<file path="src/rtl/crypto_irq_ctrl.sv">
module crypto_irq_ctrl (
  input  logic       clk,
  input  logic       rst_n,
  input  logic       op_start,
  input  logic       op_uses_dma,
  input  logic       dma_idle,
  input  logic       core_idle,
  input  logic       in_dma_done,
  input  logic       err_bus,
  input  logic       err_key_wr,
  input  logic       err_key_rd,
  input  logic       key_load_req,
  input  logic       reg_wr,
  input  logic [1:0] reg_addr,
  input  logic [4:0] reg_wdata,
  output logic [4:0] status,
  output logic       irq_result,
  output logic       irq_dma_in
);

  logic       glob_en, pulse_mode;
  logic [1:0] src_en;
  logic       armed, kl_pend;
  logic [4:0] stat_q;
  logic [1:0] flag_d;

  wire wr_type = reg_wr && reg_addr == 2'd0;
  wire wr_en   = reg_wr && reg_addr == 2'd1;
  wire wr_clr  = reg_wr && reg_addr == 2'd2;
  wire wr_set  = reg_wr && reg_addr == 2'd3;

  wire [4:0] clr_mask = wr_clr ? reg_wdata : 5'd0;
  wire [1:0] set_mask = wr_set ? reg_wdata[1:0] : 2'd0;

  wire res_evt = armed & dma_idle & core_idle;
  wire din_evt = armed & in_dma_done;
  wire krd_evt = kl_pend & err_key_rd;

  wire [4:0] evt = {krd_evt, err_key_wr, err_bus, din_evt | set_mask[1], res_evt | set_mask[0]};

  always_ff @(posedge clk) begin
    if (!rst_n) begin
      glob_en    <= 1'b0;
      pulse_mode <= 1'b0;
      src_en     <= 2'd0;
      armed      <= 1'b0;
      kl_pend    <= 1'b0;
      stat_q     <= 5'd0;
      flag_d     <= 2'd0;
    end else begin
      if (wr_type) begin
        glob_en    <= reg_wdata[0];
        pulse_mode <= reg_wdata[1];
      end
      if (wr_en) src_en <= reg_wdata[1:0];
      if (op_start)     armed <= op_uses_dma;
      else if (res_evt) armed <= 1'b0;
      if (key_load_req)    kl_pend <= 1'b1;
      else if (err_key_rd) kl_pend <= 1'b0;
      stat_q <= (stat_q & ~clr_mask) | evt;
      flag_d <= stat_q[1:0];
    end
  end

  wire [1:0] live = pulse_mode ? (stat_q[1:0] & ~flag_d) : stat_q[1:0];
  wire [1:0] irq  = live & src_en & {2{glob_en}};

  assign status     = stat_q;
  assign irq_result = irq[0];
  assign irq_dma_in = irq[1];

endmodule


</file>
<file path="config.mk">
export PLATFORM = sky130hd
export DESIGN_NAME = crypto_irq_ctrl
export DESIGN_NICKNAME = d
export VERILOG_FILES = /design/src/rtl/crypto_irq_ctrl.sv
export SDC_FILE = /design/constraint.sdc
export NUM_CORES = 1
export LEC_CHECK = 0
export ABC_AREA = 1
export BUFFER_PORTS_ARGS = -buffer_cell sky130_fd_sc_hd__buf_2
export CAP_MARGIN = 10
export CORE_MARGIN = 2
export CORE_UTILIZATION = 35
export DETAILED_ROUTE_END_ITERATION = 10
export PLACE_DENSITY_LB_ADDON = 0.25
export SLEW_MARGIN = 20
export SYNTH_ARGS = -nofsm -noshare
export SYNTH_HDL_FRONTEND = slang
export SYNTH_SLANG_ARGS = --single-unit
</file>
<file path="constraint.sdc">
create_clock -name clk -period 0.8 [get_ports clk]
set_input_delay 0 -clock clk [delete_from_list [all_inputs] [get_ports clk]]
set_output_delay 0 -clock clk [all_outputs]
set_load 0.02 [all_outputs]
</file>
== Word-level counts from Yosys, hierarchy flattened ==
Cells that the tools add are included.
Storage, ports and cells
  word-level logic and storage cells: 37
  bits in read-only memories: 0
  flip-flop bits (word level): 13
  output and inout port bits: 7
  latch bits: 0
  bits in writable memories: 0
  bits of input ports: 19
  memories: 0
Operators by class
  eq/ne operators: 3
  div/mod/pow operators: 0
  multiply operators: 0
  multiplexer cells: 7
  shift-type cells: 0
  bitwise logic cells: 13
  order comparisons: 0
  add/sub/neg operators: 0
  reduce and logical (&&, ||, !) cells: 7
Operators by type and width (count)
  $and 2x2->2: 3
  $and 5x5->5: 1
  $mux 5: 1
  $not 5->5: 1
  $or 5x5->5: 1
  $and 1x1->1: 4
  $eq 2x2->1 const B: 2
  $logic_and 1x1->1: 4
  $mux 1: 4
  $mux 2: 2
  $reduce_bool 2->1: 2
  $eq 2x1->1 const B: 1
  $logic_not 2->1: 1
  $not 2->2: 1
  $or 1x1->1: 2

== Logic depth before layout (Yosys ltp) ==
Gate-level depths: netlist of run 1.
  depth after elaboration: 6
  depth in mapped cells: 5
  mapped depth without buffers: 5

== Worst setup path before layout of run 1 ==
Ideal clock, no wire load.
  path kind: reg2out
  start: reg stat_q[1] (netlist: status[1])
  end: out irq_dma_in
  stages on the path, launching flop included: 3
  data required time: 0.800 ns
  data arrival time: 0.889 ns
  slack: -0.089 ns
  buffers on the path: 0
  cell sequence: dfxtp_1 -> nand3_1 -> a21oi_1
Between the ends
  word-level cells in the longest chain between the ends: 4
RTL lines
  start: declaration: RTL line 24  | logic [4:0] stat_q;
  start signal: assignment: RTL line 60  | stat_q <= (stat_q & ~clr_mask) | evt;
  $and 2x2->2: RTL line 65  | wire [1:0] live = pulse_mode ? (stat_q[1:0] & ~flag_d) : stat_q[1:0];
  $mux 2 (*): RTL line 65
  $and 2x2->2 (*) (2 in series): RTL line 66  | wire [1:0] irq = live & src_en & {2{glob_en}};
  end: declaration: RTL line 18  | output logic irq_dma_in
Every way passes the cells marked *; elsewhere a longest branch is shown, timed or not.

== Worst setup path in the final report of run 1 ==
  start: reg glob_en
  end: out irq_result
Between the ends
  word-level cells in the longest chain between the ends: 1
RTL lines
  start: declaration: RTL line 21  | logic glob_en, pulse_mode;
  start signal: assignment: RTL line 52  | glob_en <= reg_wdata[0];
  $and 2x2->2: RTL line 66
  end: declaration: RTL line 17  | output logic irq_result,
Every way passes these cells.

==> flow_metrics.py, run 1 <==
metrics = {
    "run_status": {
        "status": "complete, but fails checks",
        "violations": "setup timing",
    },
    "routing": {
        "viasPerCell": 4.683,
        "drtPass1Iterations": 3,
        "drt_wl_total_um": 1385,
        "drc_errors": 0,
        "drtIter0Drc": 11,
        "routedWlPerCell_um": 10.99,
        "via_count": 590,
        "antenna_left": 0,
    },
    "sta": {
        "finalHoldViolCount": 0,
        "tightest_slew_ps": 200.7,
        "slew_viol_final": 0,
        "worst_slew_margin_rel_pct": 86.60,
        "final.setup_skew_ps": 0.5879,
        "finalCritPeriodShare_pct": 119.1,
        "fin_ws_ps": -153.1,
        "fin_setup_tns_ps": -371.8,
        "timing.fmax_mhz": 1049,
        "setup_viol": 3,
        "layout_min_cycle_time_ps": 953.1,
        "holdWs_ps": 13.96,
        "rsz0062_at_grt": "true",
    },
    "synthesis": {
        "yosysSeqAreaShare_pct": 47.06,
        "synth_fp_nets": 92,
        "ys_warn_count": 0,
        "avgSynthCellArea_um2": 7.576,
        "yosysUniqueCellTypes": 13,
        "syn-cell-area_um2": 553.0,
        "async_reset_ff_share_pct": 0,
        "synth_largest_area_cell": "dfxtp_1",
        "synth.most_common_cell": "nand2_1",
        "synthTopCellsByArea": "dfxtp_1, nand2_1, a21oi_1",
        "postSynthCellCount": 73,
        "synthTopCellsByCount": "nand2_1, dfxtp_1, a21oi_1, inv_1",
        "ys_ff_latch": 13,
        "synthFlopType": "dfxtp_1",
        "synth_top_area_share_pct": 47.06,
        "synth_edf_count": 0,
    },
    "cells_and_area": {
        "layout-drive-gt1-share_pct": 46.36,
        "syn_to_final_growth_pct": 54.30,
        "n_antenna_cell": 0,
        "layout.nets": 130,
        "nFillCells": 128,
        "finalNonFillerCells": 126,
        "final_area_um2": 853.3,
    },
    "floorplanning": {
        "coreArea_um2": 1489,
        "io_pins": 26,
        "start_util_pct": 37.14,
        "die_h_um": 43.75,
        "die_w_um": 43.75,
        "die-area_um2": 1914,
        "rows": 14,
    },
    "hold_path": {
        "hp-class": "in2reg",
        "hold_depth": 3,
    },
    "setup_path": {
        "ff2ff_setup_slack_ps": 20,
        "worst-setup-path-type": "reg2out",
        "start_kind": "flop",
        "required_ps": 800,
        "crit_path_end": "irq_result",
        "arrival_ps": 950,
        "critPathCaptureType": "primary output",
        "critPathMaxStageDelay_ps": 360,
        "reg2reg_to": "status[0]$_SDFF_PN0_",
        "cp-startpoint": "glob_en$_SDFFE_PN0P_",
        "crit_family": "flip-flops",
        "r2r_start": "status[0]$_SDFF_PN0_",
        "crit_buf_inv": 1,
        "reg2reg_depth": 5,
        "worstPathCellList": "nand3_2 > a21oi_2 > buf_6",
        "path_depth": 3,
        "cpMaxStageDelayCell": "dfxtp_2",
        "crit_path_max_fanout": 3,
    },
    "pwr": {
        "irDropWorstVdd_mv": 0.9200,
        "cellPowerDensity_nw_per_um2": 1593,
        "p_leak_nw": 0.4200,
    },
    "grt": {
        "grt_pass1_wl_um": 2463,
        "grt_start_max_net_pins": 10,
        "grt_usage_pct": 17.84,
        "grt_pass1_vias": 577,
        "overflow": 0,
        "antenna_found_initial": 0,
    },
    "placed_design": {
        "io_buffer_count": 25,
        "place_ws_ps": 93.58,
        "dp_hpwl_um": 964.4,
        "dpl_cell_area_um2": 698.2,
        "dpl.cell_count": 113,
        "gp_congestion": 0.7438,
    },
    "cts": {
        "clockRootBuffer": "clkbuf_4",
        "clockBufferDepth": 2,
        "clkLatencyLatePin_ps": 280,
        "htree_levels": 1,
        "cts_sinks": 13,
        "cts_tree": "done",
        "cts_made_buffers": 3,
        "cts.clk_slew.worst_paths_ps": 80,
    },
    "run": {
        "drv_cap": 0,
    },
}
==> state kept, by name (all words and copies together) (netlist names) <==
name and count:
status 5, armed 1, pulse_mode 1, glob_en 1, src_en 2, flag_d 2
kl_pend 1
==> cells by family (layout without fill, tap and decap cells) <==
family | Yosys count | count (layout) | synth area share (%)
buffers and inverters | 13 | 50 | 9.502
DFF | 13 | 13 | 47.06
and+or+nand+nor | 31 | 31 | 27.60
AOI/OAI and AO/OA | 16 | 16 | 15.84
==> repair_timing <==
item | CTS | global route
pin swaps | 2 | 1
hold buffers | 7 | 0
hold endpoints to repair | 6 | 0
setup buffers | 1 | 1
gates resized for setup | 11 | 7
setup endpoints to repair | 4 | 8
==> cell type report <==
type / count / area [um2] / share of cell area, %
flip-flops and latches: 13 / 267.8 / 31.38
repair buffers: 34 / 232.7 / 27.27
inverters: 12 / 45.04 / 5.279
clock buffers: 3 / 22.52 / 2.639
clock inverters: 1 / 5.005 / 0.5865
well taps: 16 / 20.02 / 2.346
multi-input cells: 47 / 260.3 / 30.50
==> worst min-delay path by stage <==
stage                             from              endpoint  slack, ps
after floorplan                  rst_n  status[0]$_SDFF_PN0_        100
after global placement    key_load_req  kl_pend$_SDFFE_PN0P_        210
after detailed placement  key_load_req  kl_pend$_SDFFE_PN0P_        220
after CTS                        rst_n  status[1]$_SDFF_PN0_          4
after global routing             rst_n  status[1]$_SDFF_PN0_         10
final                            rst_n  flag_d[0]$_SDFF_PN0_         10
==> metrics by stage <==
step	total power, mW	util (%)
global route	1.439	57.31
CTS	1.357	55.80
floorplan	0.8241	-
detailed placement	0.9149	46.89
global placement	0.9090	46.89
finish	1.359	57.31
==> worst reg2reg max path, stage by stage (launching register included) <==
cell	delay, ps
dfxtp_2	340
buf_4	140
nand2_2	50
inv_2	30
o21ai_1	60
nand2_1	60
==> report_power, final <==
group | total [mW] | internal, mW | switching, mW | leakage [nW]
logic | 0.240 | 0.115 | 0.125 | 0.293
clock network | 0.406 | 0.186 | 0.220 | 0.0177
registers | 0.714 | 0.688 | 0.0256 | 0.109
total | 1.36 | 0.989 | 0.370 | 0.420
==> cells in the final DEF, fill, tap and decap left out, drive strengths merged <==
cell / synthesis / layout
dfxtp: 13 / 13
clkbuf: 0 / 3
clkinv: 0 / 1
inv: 12 / 12
nand3: 7 / 7
nor2: 5 / 5
a21oi: 9 / 9
buf: 1 / 27
dlygate4sd3: 0 / 7
o21ai: 7 / 7
nand2: 14 / 14
nand4: 5 / 5
==> layer usage <==
layer | part of all wire [%] | up-vias | wire [um] | global-route usage [%]
li1 | - | 313 | - | -
met5 | 0 | - | 0 | 0
met4 | 2.3 | 0 | 32 | 12.12
met2 | 49 | 17 | 684 | 28.24
met1 | 44 | 255 | 604 | 21.24
met3 | 4.6 | 5 | 64 | 4.167
(Power assumes the default switching activity.)
==> inputs of run 2 (changes only) <==
ABC_AREA = unset   (was 1)
==> run 2 against run 1 <==
Effect of this change:
- core utilization is 8.6 points higher
- largest power group unchanged
- highest routed layer unchanged
- wire length down 10%
- synthesized cell count fell by 25%
- critical path depth unchanged
- critical path type unchanged
- clock skew grew 1.3 ps
- sequential share of layout area down 0.80 points
- total power down 1.4%
- the flow finishes with violations (hold timing, setup timing)
- clock power decreased by 2%
==> flow_metrics.py, run 2 <==
metrics = {
    "sta": {
        "slew_viol_final": 0,
        "worst_slew_margin_rel_pct": 85.09,
        "finalCritPeriodShare_pct": 117.8,
        "holdWs_ps": -6.658,
        "final.setup_skew_ps": 1.935,
        "finalHoldViolCount": 3,
        "tightest_slew_ps": 222.8,
        "fin_ws_ps": -142.7,
        "layout_min_cycle_time_ps": 942.7,
        "setup_viol": 4,
        "timing.fmax_mhz": 1061,
        "rsz0062_at_grt": "true",
    },
    "grt": {
        "grt_pass1_wl_um": 2187,
        "grt_pass1_vias": 523,
        "grt_start_max_net_pins": 9,
        "overflow": 0,
        "grt_usage_pct": 16.07,
        "antenna_found_initial": 0,
    },
    "setup_path": {
        "worstPathCellList": "nand3_2 > a21oi_2 > buf_4",
        "cp-startpoint": "status[1]$_SDFF_PN0_",
        "required_ps": 800,
        "reg2reg_depth": 3,
        "critPathMaxStageDelay_ps": 360,
        "arrival_ps": 940,
        "crit_path_max_fanout": 2,
        "start_kind": "flop",
        "ff2ff_setup_slack_ps": 40,
        "reg2reg_to": "status[1]$_SDFF_PN0_",
        "cpMaxStageDelayCell": "dfxtp_2",
        "critPathCaptureType": "primary output",
        "r2r_start": "status[1]$_SDFF_PN0_",
        "worst-setup-path-type": "reg2out",
    },
    "synthesis": {
        "synthFlopType": "dfxtp_1",
        "synth_top_area_share_pct": 50.98,
        "yosysUniqueCellTypes": 14,
        "synth.most_common_cell": "dfxtp_1",
        "synthTopCellsByArea": "dfxtp_1, mux2i_1, a21oi_1",
        "ys_ff_latch": 13,
        "synth_largest_area_cell": "dfxtp_1",
        "synth_edf_count": 0,
        "yosysSeqAreaShare_pct": 50.98,
        "synthTopCellsByCount": "dfxtp_1, a21oi_1, mux2i_1, nor2_1, nand3_1",
        "syn-cell-area_um2": 510.5,
        "synth_fp_nets": 74,
        "ys_warn_count": 0,
        "avgSynthCellArea_um2": 9.282,
        "async_reset_ff_share_pct": 0,
        "postSynthCellCount": 55,
    },
    "floorplanning": {
        "coreArea_um2": 1334,
        "io_pins": 26,
        "rows": 13,
        "die_h_um": 42.19,
        "die_w_um": 42.19,
        "start_util_pct": 38.27,
        "die-area_um2": 1780,
    },
    "run_status": {
        "status": "complete, but fails checks",
        "violations": "hold timing, setup timing",
    },
    "routing": {
        "antenna_left": 0,
        "drtPass1Iterations": 3,
        "routedWlPerCell_um": 10.91,
        "drtIter0Drc": 2,
        "drc_errors": 0,
        "drt_wl_total_um": 1244,
        "via_count": 530,
        "viasPerCell": 4.649,
    },
    "placed_design": {
        "dp_hpwl_um": 871.1,
        "io_buffer_count": 25,
        "gp_congestion": 0.6834,
    },
    "cells_and_area": {
        "final_core_util_pct": 65.95,
        "layout.nets": 119,
        "final_cell_mix": "buf_2, dlygate4sd3_1, dfxtp_1, mux2i_1, nor2_1",
        "layout-drive-gt1-share_pct": 41.41,
        "layout_commonest_cell": "buf_2",
        "syn_to_final_growth_pct": 72.30,
        "largest_register_ffs": 5,
        "nFillCells": 109,
        "n_antenna_cell": 0,
    },
    "cts": {
        "clockRootBuffer": "clkbuf_4",
        "cts_tree": "done",
        "cts_made_buffers": 3,
        "cts_sinks": 13,
        "clkLatencyLatePin_ps": 270,
        "htree_levels": 1,
        "clockBufferDepth": 2,
        "cts.clk_slew.worst_paths_ps": 80,
    },
    "pwr": {
        "total_power_mw": 1.340,
        "irDropWorstVdd_mv": 0.8354,
        "p_leak_nw": 0.4102,
        "cellPowerDensity_nw_per_um2": 1523,
    },
    "hold_path": {
        "hold_depth": 2,
        "hp-class": "in2reg",
        "min_to": "flag_d[1]$_SDFF_PN0_",
        "min_from": "rst_n",
    },
    "run": {
        "drv_cap": 0,
    },
}
## run 2: report_power, final
| group | switching [mW] | internal, mW | total [mW] | leakage [nW] |
|---|---|---|---|---|
| Combinational | 0.102 | 0.139 | 0.241 | 0.286 |
| Clock | 0.203 | 0.193 | 0.396 | 0.0150 |
| Sequential | 0.0230 | 0.679 | 0.702 | 0.109 |
## run 2: cell families (layout without fill, tap and decap cells)
kind of cell           after synthesis  in the layout  share of synthesized area [%]
flip-flops                          13             13                          50.98
AO/OA/AOI/OAI                       12             12                          12.99
multiplexers                         6              6                          11.77
AND/OR/NAND/NOR                     20             20                          21.32
buffers and inverters                4             48                          2.940
## run 2: metal layers
metal | wire length (um) | share of wire (%) | GRT usage (%) | vias to the layer above
met5 | 0 | 0 | 0 | -
met4 | 27 | 2.2 | 9.375 | 0
met3 | 40 | 3.2 | 2.586 | 4
met2 | 600 | 48 | 24.92 | 16
met1 | 575 | 46 | 20.84 | 228
li1 | - | - | - | 282
## run 2: area by class of cell
| type | instances | area (um2) | area share [%] |
|---|---|---|---|
| Sequential cell | 13 | 269.0 | 30.58 |
| Clock buffer | 4 | 26.28 | 2.987 |
| Multi-Input combinational cell | 38 | 252.7 | 28.73 |
| Tap cell | 15 | 18.77 | 2.134 |
| Inverter | 4 | 15.01 | 1.707 |
| Timing Repair Buffer | 40 | 297.8 | 33.85 |
## run 2: critical path, delay by kind of cell (launching register included)
family                 cells  cell delay (ps)
flip-flops                 1              360
buffers and inverters      1              140
AO/OA/AOI/OAI              1               90
AND/OR/NAND/NOR            1               80
## run 2: worst max-delay path by stage
stage	endpoint	slack, ps	depth (start not counted)
after global routing	irq_result	-210	3
after global placement	pulse_mode$_SDFFE_PN0P_	50	4
after floorplan	irq_dma_in	2	2
after detailed placement	irq_dma_in	50	3
final	irq_dma_in	-140	3
after CTS	irq_result	-150	3
## run 2: metrics by stage
| stage | std cells | area (um2) | setup TNS [ps] | setup WS, ps |
|---|---|---|---|---|
| after floorplan | 55 | 518.0 | 0 | 2.329 |
| after global placement | 96 | 669.4 | 0 | 54.16 |
| after detailed placement | 96 | 669.4 | 0 | 47.98 |
| after CTS | 113 | 852.1 | -635.0 | -153.5 |
| after global routing | 114 | 879.6 | -588.2 | -211.8 |
| final | 114 | 879.6 | -388.7 | -142.7 |
## run 2: what timing repair did
item / CTS / global route
gates resized for setup: 11 / 7
endpoints found under the setup margin: 4 / 15
hold endpoints to repair: 9 / 1
setup buffers: 1 / 1
hold buffers: 12 / 1
pin swaps: 2 / 1
==> inputs of run 3 (changes only) <==
ABC_AREA = 1   (was unset)
CORE_MARGIN = 1   (was 2)
clock period = 1 ns   (was 0.8 ns; I/O delays follow)
==> run 3 against run 2 <==
Effect of this change:
- global-route usage grew 1.4 points
- wire length rose by 7.1%
- the flow now finishes without violations
- largest power group unchanged
- highest routed layer is now met3
- sequential share of layout area is 2.5 points higher
==> flow_metrics.py, run 3 (synthesis gave the netlist of run 1 again) <==
metrics = {
    "floorplanning": {
        "io_pins": 26,
        "rows": 13,
        "die_h_um": 41.75,
        "die_w_um": 41.75,
        "start_util_pct": 40.00,
        "die-area_um2": 1743,
        "coreArea_um2": 1383,
    },
    "placed_design": {
        "gp_congestion": 0.7503,
        "dpl.cell_count": 112,
        "io_buffer_count": 25,
        "dp_hpwl_um": 939.4,
        "dpl_cell_area_um2": 689.4,
    },
    "pwr": {
        "total_power_mw": 1.072,
        "cellPowerDensity_nw_per_um2": 1330,
        "p_leak_nw": 0.4059,
        "irDropWorstVdd_mv": 0.7516,
    },
    "grt": {
        "grt_start_max_net_pins": 10,
        "grt_usage_pct": 17.48,
        "overflow": 0,
        "grt_pass1_wl_um": 2290,
        "grt_pass1_vias": 568,
        "antenna_found_initial": 0,
    },
    "cells_and_area": {
        "layout-drive-gt1-share_pct": 39.81,
        "largest_register_ffs": 5,
        "finalNonFillerCells": 123,
        "syn_to_final_growth_pct": 45.70,
        "final_area_um2": 805.8,
        "n_antenna_cell": 0,
        "nFillCells": 123,
        "final_core_util_pct": 58.28,
        "final_cell_mix": "buf_2, nand2_1, inv_1, a21oi_1, dfxtp_1",
        "layout.nets": 128,
        "layout_commonest_cell": "buf_2",
    },
    "sta": {
        "timing.fmax_mhz": 1045,
        "finalHoldViolCount": 0,
        "slew_viol_final": 0,
        "setup_viol": 0,
        "final.setup_skew_ps": 12.82,
        "layout_min_cycle_time_ps": 957.3,
        "tightest_slew_ps": 192.4,
        "fin_setup_tns_ps": 0,
        "worst_slew_margin_rel_pct": 87.16,
        "finalCritPeriodShare_pct": 95.73,
        "rsz0062_at_grt": "true",
    },
    "run_status": {
        "status": "finished, final reports clean",
    },
    "cts": {
        "htree_levels": 1,
        "clockRootBuffer": "clkbuf_4",
        "cts_made_buffers": 3,
        "post_cts.repair.setup_buffers": 0,
        "clkLatencyLatePin_ps": 280,
        "cts_sinks": 13,
        "clockBufferDepth": 2,
        "cts_tree": "done",
        "cts.clk_slew.worst_paths_ps": 90,
    },
    "routing": {
        "drtIter0Drc": 10,
        "drc_errors": 0,
        "antenna_left": 0,
        "viasPerCell": 4.870,
        "routedWlPerCell_um": 10.83,
        "drt_wl_total_um": 1332,
        "via_count": 599,
        "drtPass1Iterations": 4,
    },
    "setup_path": {
        "critPathCaptureType": "primary output",
        "worst-setup-path-type": "reg2out",
        "crit_path_max_fanout": 3,
        "arrival_ps": 960,
        "required_ps": 1000,
        "ff2ff_setup_slack_ps": 310,
        "start_kind": "flop",
    },
    "hold_path": {
        "hp-class": "in2reg",
    },
    "run": {
        "drv_cap": 0,
    },
}
[run 3: final cells by class]
class | count | area (um2) | area share [%]
sequential | 13 | 266.5 | 33.07
tap | 15 | 18.77 | 2.329
timing repair buffer | 32 | 200.2 | 24.84
multi-input combinational | 47 | 249.0 | 30.90
inverter | 12 | 45.04 | 5.590
clock buffer | 4 | 26.28 | 3.261
[run 3: final timing paths]
kind,cells after the start,startpoint,endpoint
worst max-delay path,3,status[0]$_SDFF_PN0_,irq_result
worst min-delay path,3,reg_wdata[0],glob_en$_SDFFE_PN0P_
worst max register to register,3,armed$_SDFFE_PN0P_,armed$_SDFFE_PN0P_
worst min register to register,2,kl_pend$_SDFFE_PN0P_,status[4]$_SDFF_PN0_
[run 3: layer usage]
| layer | up-vias | wire (um) | part of all wire (%) | global-route usage (%) |
|---|---|---|---|---|
| met1 | 262 | 612 | 46 | 19.47 |
| met5 | - | 0 | 0 | 0 |
| met4 | 0 | 0 | 0 | 5.806 |
| met2 | 24 | 653 | 49 | 31.25 |
| met3 | 0 | 66 | 5.0 | 5.217 |
| li1 | 313 | - | - | - |
[run 3: per-stage QoR]
| stage | worst slack (ps) | hold slack, ps |
|---|---|---|
| after floorplan | 111.2 | 103.1 |
| after global placement | 311.9 | 206.3 |
| after detailed placement | 297.1 | 218.3 |
| after CTS | 6.038 | 4.034 |
| after global routing | -9.202 | 12.54 |
| final | 42.70 | 9.036 |
[run 3: what timing repair did]
item / in CTS / in global routing
hold buffers: 7 / 0
endpoints found under the hold margin: 6 / 0
resized for setup: 2 / 7
setup endpoints to repair: 2 / 2
pin swaps: 0 / 1
[run 3: critical path: stages, from the launching register on]
cell     delay (ps)
dfxtp_2         340
nand3_1          70
a21oi_1         110
buf_4           150
[run 3: power by group]
group / internal, mW / switching [mW] / total (mW)
registers: 0.550 / 0.0192 / 0.569
clock network: 0.154 / 0.174 / 0.328
logic: 0.0799 / 0.0944 / 0.174
